### src/rtl/phr_pkg.sv
package phr_pkg;
  localparam int LEN_W   = 11;
  localparam int BYTE_W  = 8;
  localparam int SHORT_W = 7;

  typedef enum logic [1:0] {
    ST_HDR0 = 2'd0,
    ST_HDR1 = 2'd1,
    ST_BODY = 2'd2
  } parse_st_e;

  function automatic logic [BYTE_W-1:0] rev_byte(input logic [BYTE_W-1:0] b);
    logic [BYTE_W-1:0] r;
    for (int i = 0; i < BYTE_W; i++) r[i] = b[BYTE_W-1-i];
    return r;
  endfunction
endpackage

### src/rtl/phr_hdr_decode.sv
module phr_hdr_decode
  import phr_pkg::*;
#(
  parameter int SHORT_MAX = 127,
  parameter int LONG_MAX  = 2047
) (
  input  logic              fmt_long,
  input  logic [BYTE_W-1:0] b0,
  input  logic [BYTE_W-1:0] b1,
  output logic [LEN_W-1:0]  len_o,
  output logic              fcs_o,
  output logic              wht_o,
  output logic              over_o
);
  localparam logic [LEN_W-1:0] SHORT_LIM = SHORT_MAX[LEN_W-1:0];
  localparam logic [LEN_W-1:0] LONG_LIM  = LONG_MAX[LEN_W-1:0];

  always_comb begin
    if (fmt_long) begin
      // first length bit on the line (byte0 bit 5) is the MSB
      len_o  = {b0[5], b0[6], b0[7], rev_byte(b1)};
      fcs_o  = b0[3];
      wht_o  = b0[4];
      over_o = (len_o > LONG_LIM);
    end else begin
      len_o  = {{(LEN_W-SHORT_W){1'b0}}, b0[SHORT_W-1:0]};
      fcs_o  = 1'b0;
      wht_o  = 1'b0;
      over_o = (len_o > SHORT_LIM);
    end
  end
endmodule

### src/rtl/phr_len_counter.sv
module phr_len_counter
  import phr_pkg::*;
#(
  parameter int CNT_W = LEN_W
) (
  input  logic             clk,
  input  logic             rst,
  input  logic             load,
  input  logic [CNT_W-1:0] load_val,
  input  logic             dec,
  output logic             is_one
);
  logic [CNT_W-1:0] remain_q;

  always_ff @(posedge clk) begin
    if (rst)       remain_q <= '0;
    else if (load) remain_q <= load_val;
    else if (dec)  remain_q <= remain_q - 1'b1;
  end

  assign is_one = (remain_q == {{(CNT_W-1){1'b0}}, 1'b1});

  p_no_underflow_r5: assert property (@(posedge clk) disable iff (rst)
    dec |-> (remain_q != '0));

  p_load_nonzero_r6: assert property (@(posedge clk) disable iff (rst)
    load |-> (load_val != '0));
endmodule

### src/rtl/phr_frame_parser.sv
module phr_frame_parser
  import phr_pkg::*;
#(
  parameter int SHORT_MAX = 127,
  parameter int LONG_MAX  = 2047
) (
  input  logic              clk,
  input  logic              rst,
  input  logic              in_valid,
  input  logic [BYTE_W-1:0] in_byte,
  input  logic              fmt_long,
  output logic [LEN_W-1:0]  len_out,
  output logic              fcs_flag,
  output logic              wht_flag,
  output logic              hdr_done,
  output logic              last_byte,
  output logic              len_err
);
  localparam logic [LEN_W-1:0] SHORT_LIM = SHORT_MAX[LEN_W-1:0];
  localparam logic [LEN_W-1:0] LONG_LIM  = LONG_MAX[LEN_W-1:0];

  parse_st_e         state_q;
  logic [BYTE_W-1:0] b0_q;
  logic              fmt_q;

  logic              dec_fmt;
  logic [BYTE_W-1:0] dec_b0;
  logic [LEN_W-1:0]  dec_len;
  logic              dec_fcs, dec_wht, dec_over;
  logic              hdr_complete, cnt_load, cnt_dec, cnt_one;

  // the format is latched on the first header byte only
  assign dec_fmt = (state_q == ST_HDR0) ? fmt_long : fmt_q;
  assign dec_b0  = (state_q == ST_HDR0) ? in_byte  : b0_q;

  assign hdr_complete = in_valid &&
                        (((state_q == ST_HDR0) && !fmt_long) || (state_q == ST_HDR1));

  phr_hdr_decode #(.SHORT_MAX(SHORT_MAX), .LONG_MAX(LONG_MAX)) u_dec (
    .fmt_long (dec_fmt),
    .b0       (dec_b0),
    .b1       (in_byte),
    .len_o    (dec_len),
    .fcs_o    (dec_fcs),
    .wht_o    (dec_wht),
    .over_o   (dec_over)
  );

  assign cnt_load = hdr_complete && !dec_over && (dec_len != '0);
  assign cnt_dec  = in_valid && (state_q == ST_BODY);

  phr_len_counter #(.CNT_W(LEN_W)) u_cnt (
    .clk      (clk),
    .rst      (rst),
    .load     (cnt_load),
    .load_val (dec_len),
    .dec      (cnt_dec),
    .is_one   (cnt_one)
  );

  always_ff @(posedge clk) begin
    if (rst) begin
      state_q   <= ST_HDR0;
      b0_q      <= '0;
      fmt_q     <= 1'b0;
      len_out   <= '0;
      fcs_flag  <= 1'b0;
      wht_flag  <= 1'b0;
      hdr_done  <= 1'b0;
      last_byte <= 1'b0;
      len_err   <= 1'b0;
    end else begin
      hdr_done  <= 1'b0;
      last_byte <= 1'b0;
      len_err   <= 1'b0;
      if (hdr_complete) begin
        len_out <= dec_len;
        fmt_q   <= dec_fmt;
        if (dec_over) begin
          len_err <= 1'b1;
          state_q <= ST_HDR0;
        end else begin
          hdr_done <= 1'b1;
          fcs_flag <= dec_fcs;
          wht_flag <= dec_wht;
          if (dec_len == '0) begin
            last_byte <= 1'b1;
            state_q   <= ST_HDR0;
          end else begin
            state_q   <= ST_BODY;
          end
        end
      end else if (in_valid) begin
        case (state_q)
          ST_HDR0: begin
            b0_q    <= in_byte;
            fmt_q   <= 1'b1;
            state_q <= ST_HDR1;
          end
          ST_BODY: begin
            if (cnt_one) begin
              last_byte <= 1'b1;
              state_q   <= ST_HDR0;
            end
          end
          default: state_q <= ST_HDR0;
        endcase
      end
    end
  end

  p_done_err_excl_r7: assert property (@(posedge clk) disable iff (rst)
    !(hdr_done && len_err));

  p_err_range_r7: assert property (@(posedge clk) disable iff (rst)
    len_err |-> (len_out > (fmt_q ? LONG_LIM : SHORT_LIM)));

  p_zero_len_r6: assert property (@(posedge clk) disable iff (rst)
    (hdr_done && (len_out == '0)) |-> last_byte);

  p_short_fields_r2: assert property (@(posedge clk) disable iff (rst)
    (hdr_done && !fmt_q) |-> (!fcs_flag && !wht_flag && (len_out <= SHORT_LIM)));

  p_stall_quiet_r9: assert property (@(posedge clk) disable iff (rst)
    !$past(in_valid) |-> (!hdr_done && !last_byte && !len_err));

  p_last_from_body_r5: assert property (@(posedge clk) disable iff (rst)
    (last_byte && !hdr_done) |-> $past(state_q == ST_BODY));
endmodule

### config.mk
export PLATFORM = sky130hd
export DESIGN_NAME = phr_frame_parser
export DESIGN_NICKNAME = d
export VERILOG_FILES = /design/src/rtl/phr_pkg.sv /design/src/rtl/phr_hdr_decode.sv /design/src/rtl/phr_len_counter.sv /design/src/rtl/phr_frame_parser.sv
export SDC_FILE = /design/constraint.sdc
export NUM_CORES = 1
export LEC_CHECK = 0
export ABC_AREA = 1
export BUFFER_PORTS_ARGS = -buffer_cell sky130_fd_sc_hd__buf_4
export CORE_MARGIN = 8
export CORE_UTILIZATION = 60
export DETAILED_ROUTE_END_ITERATION = 6
export PLACE_DENSITY = 0.81
export SLEW_MARGIN = 40
export SYNTH_ARGS = -nofsm -noshare
export SYNTH_HDL_FRONTEND = slang
export SYNTH_SLANG_ARGS = --single-unit
### constraint.sdc
create_clock -name clk -period 6 [get_ports clk]
set_clock_uncertainty 0.15 [all_clocks]
set_input_delay 1.2 -clock clk [delete_from_list [all_inputs] [get_ports clk]]
set_output_delay 1.2 -clock clk [all_outputs]
set_load 0.02 [all_outputs]
==> impl_metrics.tcl <==
set metrics [dict create \
    run_status "finished clean" \
    crit_chain "buf_4 -> inv_1 -> nor2_1 -> inv_1 -> a21oi_1 -> o21ai_0 -> a21oi_1 -> nor2_1" \
    via_per_inst 5.30 \
    start_kind "primary input" \
    grt_pass1_wl_um 7980 \
    worstSetupStartpoint "in_valid" \
    finalSetupViolCount 0 \
    path_class "in2reg" \
    io_pins 28 \
    drc_errors 0 \
    finalMaxSlewViolations 0 \
    hp-start "b0_q[0]" \
    syn-instance-count 292 \
    max_slew_margin 0.618 \
    synth_ff_type "dfxtp_1" \
    io_buffers 27 \
    vias 1915 \
    worst_path_dominant_cell_family "buffers and inverters" \
    cts_tree "built" \
    antenna_found_initial 0 \
    synth_area_sq_mm 0.00213 \
    slowest_delay_ns 0.42 \
    grt_use_met1 0.213 \
    hold_buffers 0 \
    vdd_drop_max_v 0.000222 \
    grtUsageMet2 0.311 \
    top_usage_layer "met2" \
    synth.area.top_cells "dfxtp_1, nand2_1, inv_1" \
    synth.distinct_cells 35 \
    setup.worst_path.end_class "register" \
    yosys_warnings 0 \
    pwr-share-seq 0.434 \
    p_leak_nw 1.09 \
    wire_per_inst_um 13.5 \
    cts.clk_slew.worst_paths_ns 0.12 \
    die_w_um 75.6 \
    hold_viol_final 0 \
    clkPwrFrac 0.271 \
    place.gp.congestion 0.855 \
    combPwrFrac 0.295 \
    max_freq_ghz 0.382 \
    fill_cells 301 \
    cts_buffers 5 \
    p_per_area_mw_per_mm2 280 \
    num-nets-final 329 \
    postRouteAntennaNets 0 \
    slowest_stage "nor2_1" \
    r2r_start "state_q[1]" \
    synth_edf_count 0 \
    period_share 0.436 \
    clock_latency_ns 0.35 \
    cts_buffer_depth 2 \
    crit_required_ns 6.10 \
    synth_top_cell_by_area "dfxtp_1" \
    switchingPower_uw 229 \
    post-route-min-period_ns 2.62 \
    synth_fp_nets 306 \
    critPathBufInv 3 \
    gr-total-overflow 0 \
    grt_max_degree 22 \
    synthArstFlopShare 0 \
    drive_gt1_frac 0.232 \
    row_count 21 \
    area_delta_synth_final_pct 12.3 \
    core_region_area_sq_mm 0.00336 \
    cap_violations 0 \
    hpwl_um 3510 \
    cts_htree_levels 2 \
    die-area_sq_mm 0.00571 \
    cts_setup_buffers 0 \
    clock_sinks 38 \
    critical_path.max_fanout 15 \
    grtUsageMet3 0.0539 \
    initial_core_util 0.633 \
    critPathArrivalTime_ns 2.71 \
    switching_share 0.342 \
    fin_util 0.711 \
    first_pass_iters 4 \
    grt_pass1_vias 1824 \
    drt_wl_total_um 4860 \
    tns_ns 0 \
    ys_seq_area_frac 0.357 \
    rsz0062_at_grt "no" \
    synth-seq-cells 38 \
    cts_resized 0 \
    worst_slew_pin_slew_ns 0.573 \
    antenna_cells 0 \
    root_buffer "clkbuf_4" \
    hold_class "reg2reg" \
    drt-initial-drc-count 84 \
    internal_power_uw 441 \
    grt_util_all_layers 0.183 \
    synth_top_area_share 0.357 \
    avgSynthCellArea_sq_um 7.29 \
    die_y_um 75.6 \
    power_uw 670 \
]
cell usage after synthesis, types with 3 or more instances:
cell type,count
a211oi_1,4
nor2_4,4
nand3_2,8
o21ai_1,5
a21oi_1,15
nand3_1,13
nand2_2,9
o21ai_2,3
xor2_1,3
clkbuf_1,6
o211ai_1,6
a21oi_2,8
nor2_1,19
o21ai_0,17
dfxtp_1,38
buf_6,3
o22ai_1,4
nand2_1,64
inv_1,41
cell usage in the layout (no fill, tap or decap):
cell type	count
nand2b_1	1
o21ai_4	1
nand4_1	2
nand3b_1	2
ha_1	2
clkbuf_8	1
xor2_1	3
nor2_2	1
clkinv_1	1
o21ai_0	17
xnor2_1	2
nor2_4	4
bufinv_16	1
nand3_2	8
o21ai_1	5
o22ai_1	4
nand3_4	1
clkbuf_4	5
nand2_2	9
nor3_1	1
o211ai_1	6
a21oi_1	15
buf_4	28
inv_2	1
nand3_1	13
a21oi_2	8
inv_1	41
nor2_1	19
o21a_1	1
dfxtp_1	38
a211oi_1	4
nand2_4	2
o21ai_2	3
conb_1	1
nand2_1	64
state kept, by name (all words and copies together) (netlist names):
| register | cells |
|---|---|
| b0_q | 8 |
| fcs_flag | 1 |
| fmt_q | 1 |
| hdr_done | 1 |
| last_byte | 1 |
| len_err | 1 |
| len_out | 11 |
| state_q | 2 |
| u_cnt.remain_q | 11 |
| wht_flag | 1 |
per-stage QoR:
step	area, sq um	std cells	setup slack [ns]	hold WS [ns]
after floorplan	2130	292	3.47	0.281
after global placement	2310	354	3.11	0.298
after detailed placement	2310	354	3.04	0.302
after CTS	2390	361	3.39	0.320
after global routing	2390	361	3.17	0.340
final	2390	361	3.38	0.320
final cells by class:
| type | count | area [sq um] | share of cell area |
|---|---|---|---|
| well taps | 46 | 57.6 | 0.0241 |
| repair buffers | 28 | 210 | 0.0879 |
| inverters | 43 | 161 | 0.0675 |
| multi-input cells | 199 | 1120 | 0.469 |
| flip-flops and latches | 38 | 761 | 0.318 |
| clock buffers | 6 | 51.3 | 0.0214 |
| clock inverters | 1 | 30.0 | 0.0126 |
power groups by stage:
stage / clock network, mW / registers [mW] / logic [mW]
3_5_place_dp: 0 / 0.296 / 0.196
3_3_place_gp: 0 / 0.295 / 0.192
4_1_cts: 0.183 / 0.290 / 0.197
6_report: 0.181 / 0.290 / 0.198
5_1_grt: 0.195 / 0.294 / 0.218
2_1_floorplan: 0 / 0.302 / 0.147
cell families after synthesis:
logic type	Yosys count	share of synthesized area
other	1	0.00176
XOR/XNOR	5	0.0206
buffers and inverters	55	0.116
adder cells (fa/ha/maj)	2	0.0117
AND/OR/NAND/NOR	127	0.302
flip-flops	38	0.357
AO/OA/AOI/OAI	64	0.190
worst paths after layout:
| kind | endpoint | slack (ns) | cells after the start |
|---|---|---|---|
| min | b0_q[0] | 0.32 | 2 |
| max | u_cnt.remain_q[7] | 3.38 | 8 |
| min reg2reg | b0_q[0] | 0.32 | 2 |
| max reg2reg | u_cnt.remain_q[0] | 3.57 | 12 |
routing by layer:
layer  vias up  wire length, um
li1        984                -
met1       892             2260
met2        33             2330
met3         6              213
met4         0               59
met5         -                0
worst register-to-register path, delay by kind of cell (launching register included):
| kind | cells | cell delay (ns) |
|---|---|---|
| AOI/OAI and AO/OA | 1 | 0.16 |
| buffers and inverters | 1 | 0.07 |
| DFF | 1 | 0.37 |
| and+or+nand+nor | 10 | 1.57 |
Note: power is estimated with default switching activity, not from simulation.
